File: config.mk
export PLATFORM = sky130hd
export DESIGN_NAME = adc_test_pattern_gen
export DESIGN_NICKNAME = d
export VERILOG_FILES = /design/src/rtl/tpg_pkg.sv /design/src/rtl/tpg_lane.sv /design/src/rtl/adc_test_pattern_gen.sv
export SDC_FILE = /design/constraint.sdc
export NUM_CORES = 1
export LEC_CHECK = 0
export BUFFER_PORTS_ARGS = -buffer_cell sky130_fd_sc_hd__buf_2
export CAP_MARGIN = 25
export CELL_PAD_IN_SITES_DETAIL_PLACEMENT = 0
export CELL_PAD_IN_SITES_GLOBAL_PLACEMENT = 1
export CORE_MARGIN = 5
export CORE_UTILIZATION = 45
export DETAILED_ROUTE_END_ITERATION = 7
export MAX_ROUTING_LAYER = met4
export PLACE_DENSITY_LB_ADDON = 0.12
export SLEW_MARGIN = 10
export SYNTH_ARGS = -nofsm -noshare
export SYNTH_HDL_FRONTEND = slang
export SYNTH_SLANG_ARGS = --single-unit
File: constraint.sdc
create_clock -name clk -period 9.1 [get_ports clk]
set_clock_uncertainty 0.2 [all_clocks]
set_input_delay 1.82 -clock clk [delete_from_list [all_inputs] [get_ports clk]]
set_output_delay 1.82 -clock clk [all_outputs]
set_load 0.01 [all_outputs]
File: src/rtl/tpg_pkg.sv
package tpg_pkg;
  localparam int MODE_W = 4;
  localparam int LFSR_W = 15;
  localparam logic [LFSR_W-1:0] LFSR_SEED = '1;

  typedef enum logic [MODE_W-1:0] {
    PAT_LIVE     = 4'd0,
    PAT_ZERO     = 4'd1,
    PAT_ONES     = 4'd2,
    PAT_TOGGLE   = 4'd3,
    PAT_RAMP     = 4'd4,
    PAT_CUST1    = 4'd6,
    PAT_CUST_ALT = 4'd7,
    PAT_DESKEW   = 4'd8,
    PAT_PRBS     = 4'd10,
    PAT_SINE     = 4'd11
  } pat_mode_e;

  // Eight-point sine, 16-bit full scale
  function automatic logic [15:0] sine_point(input logic [2:0] idx);
    case (idx)
      3'd0:    return 16'h0001;
      3'd1:    return 16'h257E;
      3'd2:    return 16'h8000;
      3'd3:    return 16'hDA82;
      3'd4:    return 16'hFFFF;
      3'd5:    return 16'hDA82;
      3'd6:    return 16'h8000;
      default: return 16'h257E;
    endcase
  endfunction
endpackage

File: src/rtl/tpg_lane.sv
module tpg_lane
  import tpg_pkg::*;
#(
  parameter int DW = 16
) (
  input  logic              clk,
  input  logic              rst_n,
  input  logic              adv,
  input  logic              restart,
  input  logic [MODE_W-1:0] mode,
  input  logic [DW-1:0]     live,
  input  logic [DW-1:0]     cust_a,
  input  logic [DW-1:0]     cust_b,
  output logic [DW-1:0]     word
);
  localparam logic [DW-1:0] TOG = DW'({DW{2'b10}});

  logic [DW-1:0]     step_q, eff_step;
  logic [LFSR_W-1:0] lfsr_q, eff_lfsr, lfsr_nxt;
  logic [DW-1:0]     prbs_word, sine_word;
  logic [DW+15:0]    sine_ext;

  assign eff_step = restart ? '0 : step_q;
  assign eff_lfsr = restart ? LFSR_SEED : lfsr_q;

  // DW serial steps of the shift register per beat, first bit to the MSB
  always_comb begin
    logic [LFSR_W-1:0] s;
    logic              fb;
    s = eff_lfsr;
    prbs_word = '0;
    for (int i = 0; i < DW; i++) begin
      fb = s[LFSR_W-1] ^ s[LFSR_W-2];
      prbs_word[DW-1-i] = fb;
      s = {s[LFSR_W-2:0], fb};
    end
    lfsr_nxt = s;
  end

  // Sine left-justified onto the lane width
  assign sine_ext  = {sine_point(eff_step[2:0]), DW'(0)};
  assign sine_word = DW'(sine_ext >> 16);

  always_comb begin
    case (mode)
      PAT_LIVE:     word = live;
      PAT_ZERO:     word = '0;
      PAT_ONES:     word = '1;
      PAT_TOGGLE:   word = eff_step[0] ? ~TOG : TOG;
      PAT_RAMP:     word = eff_step;
      PAT_CUST1:    word = cust_a;
      PAT_CUST_ALT: word = eff_step[0] ? cust_b : cust_a;
      PAT_DESKEW:   word = TOG;
      PAT_PRBS:     word = prbs_word;
      PAT_SINE:     word = sine_word;
      default:      word = '0;
    endcase
  end

  always_ff @(posedge clk) begin
    if (!rst_n) begin
      step_q <= '0;
      lfsr_q <= LFSR_SEED;
    end else if (adv) begin
      step_q <= eff_step + 1'b1;
      lfsr_q <= lfsr_nxt;
    end
  end
endmodule

File: src/rtl/adc_test_pattern_gen.sv
module adc_test_pattern_gen
  import tpg_pkg::*;
#(
  parameter int NCH = 2,
  parameter int DW  = 16
) (
  input  logic                  clk,
  input  logic                  rst_n,
  input  logic                  align_en,
  input  logic [NCH*MODE_W-1:0] chan_mode,
  input  logic [DW-1:0]         custom_a,
  input  logic [DW-1:0]         custom_b,
  input  logic                  s_valid,
  output logic                  s_ready,
  input  logic [NCH*DW-1:0]     s_data,
  output logic                  m_valid,
  input  logic                  m_ready,
  output logic [NCH*DW-1:0]     m_data
);
  logic                  adv;
  logic                  any_change;
  logic                  align_q;
  logic [NCH*MODE_W-1:0] mode_q;
  logic [NCH-1:0]        restart;
  logic [NCH*DW-1:0]     lane_word;

  assign s_ready = !m_valid || m_ready;
  assign adv     = s_valid && s_ready;

  always_comb begin
    any_change = 1'b0;
    for (int c = 0; c < NCH; c++)
      if (chan_mode[c*MODE_W +: MODE_W] != mode_q[c*MODE_W +: MODE_W])
        any_change = 1'b1;
  end

  for (genvar g = 0; g < NCH; g++) begin : g_lane
    assign restart[g] =
      (chan_mode[g*MODE_W +: MODE_W] != mode_q[g*MODE_W +: MODE_W]) ||
      (align_en && (any_change || !align_q));

    tpg_lane #(.DW(DW)) i_lane (
      .clk     (clk),
      .rst_n   (rst_n),
      .adv     (adv),
      .restart (restart[g]),
      .mode    (chan_mode[g*MODE_W +: MODE_W]),
      .live    (s_data[g*DW +: DW]),
      .cust_a  (custom_a),
      .cust_b  (custom_b),
      .word    (lane_word[g*DW +: DW])
    );
  end

  always_ff @(posedge clk) begin
    if (!rst_n) begin
      m_valid <= 1'b0;
      m_data  <= '0;
      mode_q  <= '0;
      align_q <= 1'b0;
    end else if (adv) begin
      m_valid <= 1'b1;
      m_data  <= lane_word;
      mode_q  <= chan_mode;
      align_q <= align_en;
    end else if (m_ready) begin
      m_valid <= 1'b0;
    end
  end
endmodule

==> impl_summary.md <==
Synthesis
The share of flip-flops with an asynchronous set or reset is 0. The number of synthesized register bits is about 100. During synthesis, Yosys emitted a total of 0 warnings. The most instantiated flip-flop cell in the synthesis netlist is sky130_fd_sc_hd__dfxtp_1. The number of nets handed over by synthesis was slightly below 1,000. The mapped cell area is a little under 0.007 mm². The count of unique library cells instantiated by Yosys is 70. Yosys mapped a number of flops with a built-in enable equal to 0. The register area share after synthesis is 0.307. The post-synthesis instance total is about 890. The mean post-synth cell area is between 7 and 8 µm².

STA
Timing would allow up to ~170 MHz. Setup repair after global routing left no endpoint under its margin. The post-route fraction of the period consumed by the critical path is 0.631. The time the worst path needs with I/O delays and setup is 5740 ps. The number of setup violations in the final report is 0. The worst pin sits at a relative slew slack of 0.330.

The count of pins over their slew limit is 0. The worst hold slack across all endpoints is 283 ps. The setup TNS after final layout is 0 ps.

The least setup slack across all paths after layout is approximately 3400 ps. The number of endpoints with negative hold slack in the final report came to 0. For the pin with the worst max-slew slack, the measured transition is ~1000 ps.

Drt
After detailed routing, the number of vias per cell comes to ~6.4. The number of iterations in the first detailed-routing pass is 8. Summed over all layers, the routed wires come to between 20,000 and 25,000 µm. For this run, design rule violations remaining after detail routing come to 0. In this run the top signal layer used is met4. The detailed route wirelength on metal2 is between 10,000 and 15,000 µm. The detailed router put a total of between 9000 and 10,000 µm of wire on met1. The number of routed nets with antenna violations is 0. After detailed routing, the met3 layer carries 1960 µm of wire. The per-cell routed wire length is 21.8 µm.

The iteration-0 DRC count of the detailed router is between 800 and 900. The routed layout has between 7,000 and 8,000 vias.

Pwr
The relative contribution of sequential cells to total power is 0.461. The share of total power dissipated in the clock network is 0.360. In this run the power density over the cells is ~140 mW/mm². The combinational cell fraction of total power is 0.179.

Of the total power, the share spent switching nets is 0.320. The net switching power of the design is between 300 and 400 µW. Summed over all cells, the static leakage comes to 2.63 nW. The completed layout was analyzed and its total power is ~1.1 mW. VDD sags by at most 0.0000876 V. The internal power component is about 730 µW.

Floorplan
The die covers ~0.018 mm². The initial utilization of the core area, before any placement, comes to 0.463. The floorplan core area is approximately 0.015 mm². The count of standard-cell rows is 44. The die outline height is around 130 µm. In this run the horizontal extent of the chip is about 130 µm. During I/O placement, the number of pins put on the boundary was ~110.

Critical path
The most used cell along the critical path is sky130_fd_sc_hd__nor2_1. The kind of launch point of the worst setup path is an input pin. The type of the worst setup path is in2reg. The required time of the worst setup path is about 9200 ps.

The critical path endpoint category is a flop. In this run the worst path has a maximum fanout of 23. The source of the worst register-to-register timing path is mode_q[0]$_SDFFE_PN0P_. The critical path goes through buf_2, xnor2_2, and4_1, a21boi_2, buf_4, nor2_1, nand2_1, inv_1, ha_1, nand3_1, or2_2, nor2_1, nand4_1, o21ba_2, a211oi_1. The data arrival time of the worst path is approximately 5800 ps. The slowest cell on the critical path is sky130_fd_sc_hd__nor2_1. The number of cells on the worst reg-to-reg path is 14.

The delay of the slowest cell on the worst path is between 600 and 700 ps. The reg-to-reg setup timing slack is ~4800 ps. The destination of the worst register-to-register timing path is g_lane[1].i_lane.step_q[10]$_SDFFE_PN0P_.

Finish
For this run, the number of standard cells in the final layout without fillers is ~1,100. Of the cells placed in the final design, the portion with a size suffix greater than 1 is 0.182. Counting the fill cells in the layout gives 1,405. The finished layout cell area is 0.00762 mm². The repair_antennas step left the layout with diodes totalling 0. The final layout net count is just over 1,000. The final core area utilization is 0.521.

Compared with the post-synthesis result, the final layout area differs by 12.4%.

Clock tree
The level count of the clock H-tree is 3. Buffers inserted to repair hold after CTS numbered 0. The total clock buffers created by CTS is 9. Post-CTS timing repair inserted 0 buffers for setup.

The longest clock path from root to sink contains 2 buffers. After clock tree synthesis, the clock-pin slew on the worst setup and hold paths is approximately 80 ps. In this run, post-CTS repair resized a total of 0 instances. Clock tree synthesis found a total of roughly 100 sinks. TritonCTS built the clock tree. The clock insertion delay at the later pin of the skew report is 360 ps. The tree is rooted in a sky130_fd_sc_hd__clkbuf_16.

Placement
Summing all placed instances gives a cell area of about 0.0073 mm². The number of port buffers is 110. The setup slack at placement is 3050 ps. At the end of routability-driven placement, the weighted congestion stood at 0.926. Once placement completed, the tool counted placed cells totaling approximately 1,100. The half-perimeter wire length after placement is about 18,000 µm.

Global routing
The number of antenna violations at the first check in global routing is 0. The largest net degree at the start of global routing is 76. After global routing the overflow that remains totals 0.

The via count of the first global-routing pass came to around 6,900. In the global route stage, overall resource usage came out at 0.282. The first global-routing pass estimated between 30,000 and 40,000 µm of wire.

Job
The tool flagged a number of max-cap violations equal to 0.

Hold path
The class of the most critical hold timing path is reg2reg. The worst hold path depth is 2. The worst min-delay path endpoint is mode_q[2]$_SDFFE_PN0P_. In this run the most critical hold path is launched from mode_q[2]$_SDFFE_PN0P_.

Run status
The flow ran to the end, and the final reports show no timing, DRC or antenna violations.
cell usage after synthesis (all sizes together) (23+ instances only):
master | number | share of area
dfxtp | 104 | 0.31
o21ai | 103 | 0.078
a21oi | 92 | 0.068
nand2 | 91 | 0.051
clkbuf | 41 | 0.023
nor3 | 39 | 0.030
buf | 34 | 0.029
nand3 | 34 | 0.028
nor2 | 32 | 0.019
xor2 | 32 | 0.041
and2 | 23 | 0.021
power groups by stage:
| stage | logic [mW] | clock network (mW) | registers [mW] |
|---|---|---|---|
| 2_1_floorplan | 0.122 | 0 | 0.500 |
| 3_3_place_gp | 0.185 | 0 | 0.503 |
| 3_5_place_dp | 0.188 | 0 | 0.504 |
| 4_1_cts | 0.188 | 0.394 | 0.493 |
| 5_1_grt | 0.210 | 0.410 | 0.496 |
| 6_report | 0.192 | 0.385 | 0.493 |
critical path, delay by kind of cell:
family / cells / cell delay [ps]
AND/OR/NAND/NOR: 7 / 2250
buffers and inverters: 3 / 750
AO/OA/AOI/OAI: 3 / 540
adder cells (fa/ha/maj): 1 / 270
XOR/XNOR: 1 / 170
area by class of cell:
class	count	area, µm²	area share
clock buffer	9	225	0.0295
clock inverter	7	55.1	0.00722
inverter	15	56.3	0.00738
multi-input combinational	691	4310	0.565
sequential	104	2080	0.273
tap	184	230	0.0302
timing repair buffer	124	669	0.0878
state kept, by name (all words and copies together) (netlist names):
name,count
g_lane.i_lane.step_q,32
m_valid,1
g_lane.i_lane.lfsr_q,30
mode_q,8
m_data,32
align_q,1
metal layers:
layer	vias up	global-route usage
li1	3432	-
met1	3483	0.345
met2	327	0.451
met3	63	0.0664
met4	0	0.110
met5	-	-
cell usage in the layout, fill, tap and decap left out, drive strengths merged, types with 6 or more instances in the layout:
| master | Yosys | final |
|---|---|---|
| nor2 | 32 | 32 |
| and3 | 10 | 10 |
| nor3 | 39 | 39 |
| clkbuf | 41 | 10 |
| nand4 | 9 | 9 |
| nand3 | 34 | 34 |
| nor4 | 8 | 8 |
| and2 | 23 | 23 |
| dfxtp | 104 | 104 |
| a21oi | 92 | 92 |
| or3 | 10 | 10 |
| o21ai | 103 | 103 |
| a21boi | 7 | 7 |
| a211oi | 18 | 18 |
| xor2 | 32 | 32 |
| a21o | 20 | 20 |
| a221oi | 10 | 10 |
| nand2 | 91 | 91 |
| o31ai | 6 | 6 |
| o21a | 10 | 10 |
| a22oi | 15 | 15 |
| a41oi | 11 | 11 |
| a31oi | 20 | 20 |
| xnor2 | 11 | 11 |
| buf | 34 | 123 |
| inv | 15 | 17 |
| or4 | 6 | 6 |
| a222oi | 15 | 15 |
cells by family after synthesis:
family / after synthesis / share of synthesized area
AND/OR/NAND/NOR: 285 / 0.221
multiplexers: 4 / 0.00646
buffers and inverters: 90 / 0.0601
XOR/XNOR: 43 / 0.0611
AO/OA/AOI/OAI: 354 / 0.335
adder cells (fa/ha/maj): 5 / 0.00923
flip-flops: 104 / 0.307
how the worst max path moves through the flow:
stage                       from                                       end  depth (start not counted)
finish              chan_mode[1]  g_lane[1].i_lane.step_q[10]$_SDFFE_PN0P_                         15
CTS                 chan_mode[1]  g_lane[1].i_lane.step_q[10]$_SDFFE_PN0P_                         15
floorplan           chan_mode[1]  g_lane[1].i_lane.step_q[10]$_SDFFE_PN0P_                         14
detailed placement  chan_mode[1]  g_lane[1].i_lane.step_q[10]$_SDFFE_PN0P_                         15
global placement    chan_mode[1]  g_lane[1].i_lane.step_q[10]$_SDFFE_PN0P_                         15
global route        chan_mode[1]  g_lane[1].i_lane.step_q[10]$_SDFFE_PN0P_                         15
Power figures use the tool's default switching activity.
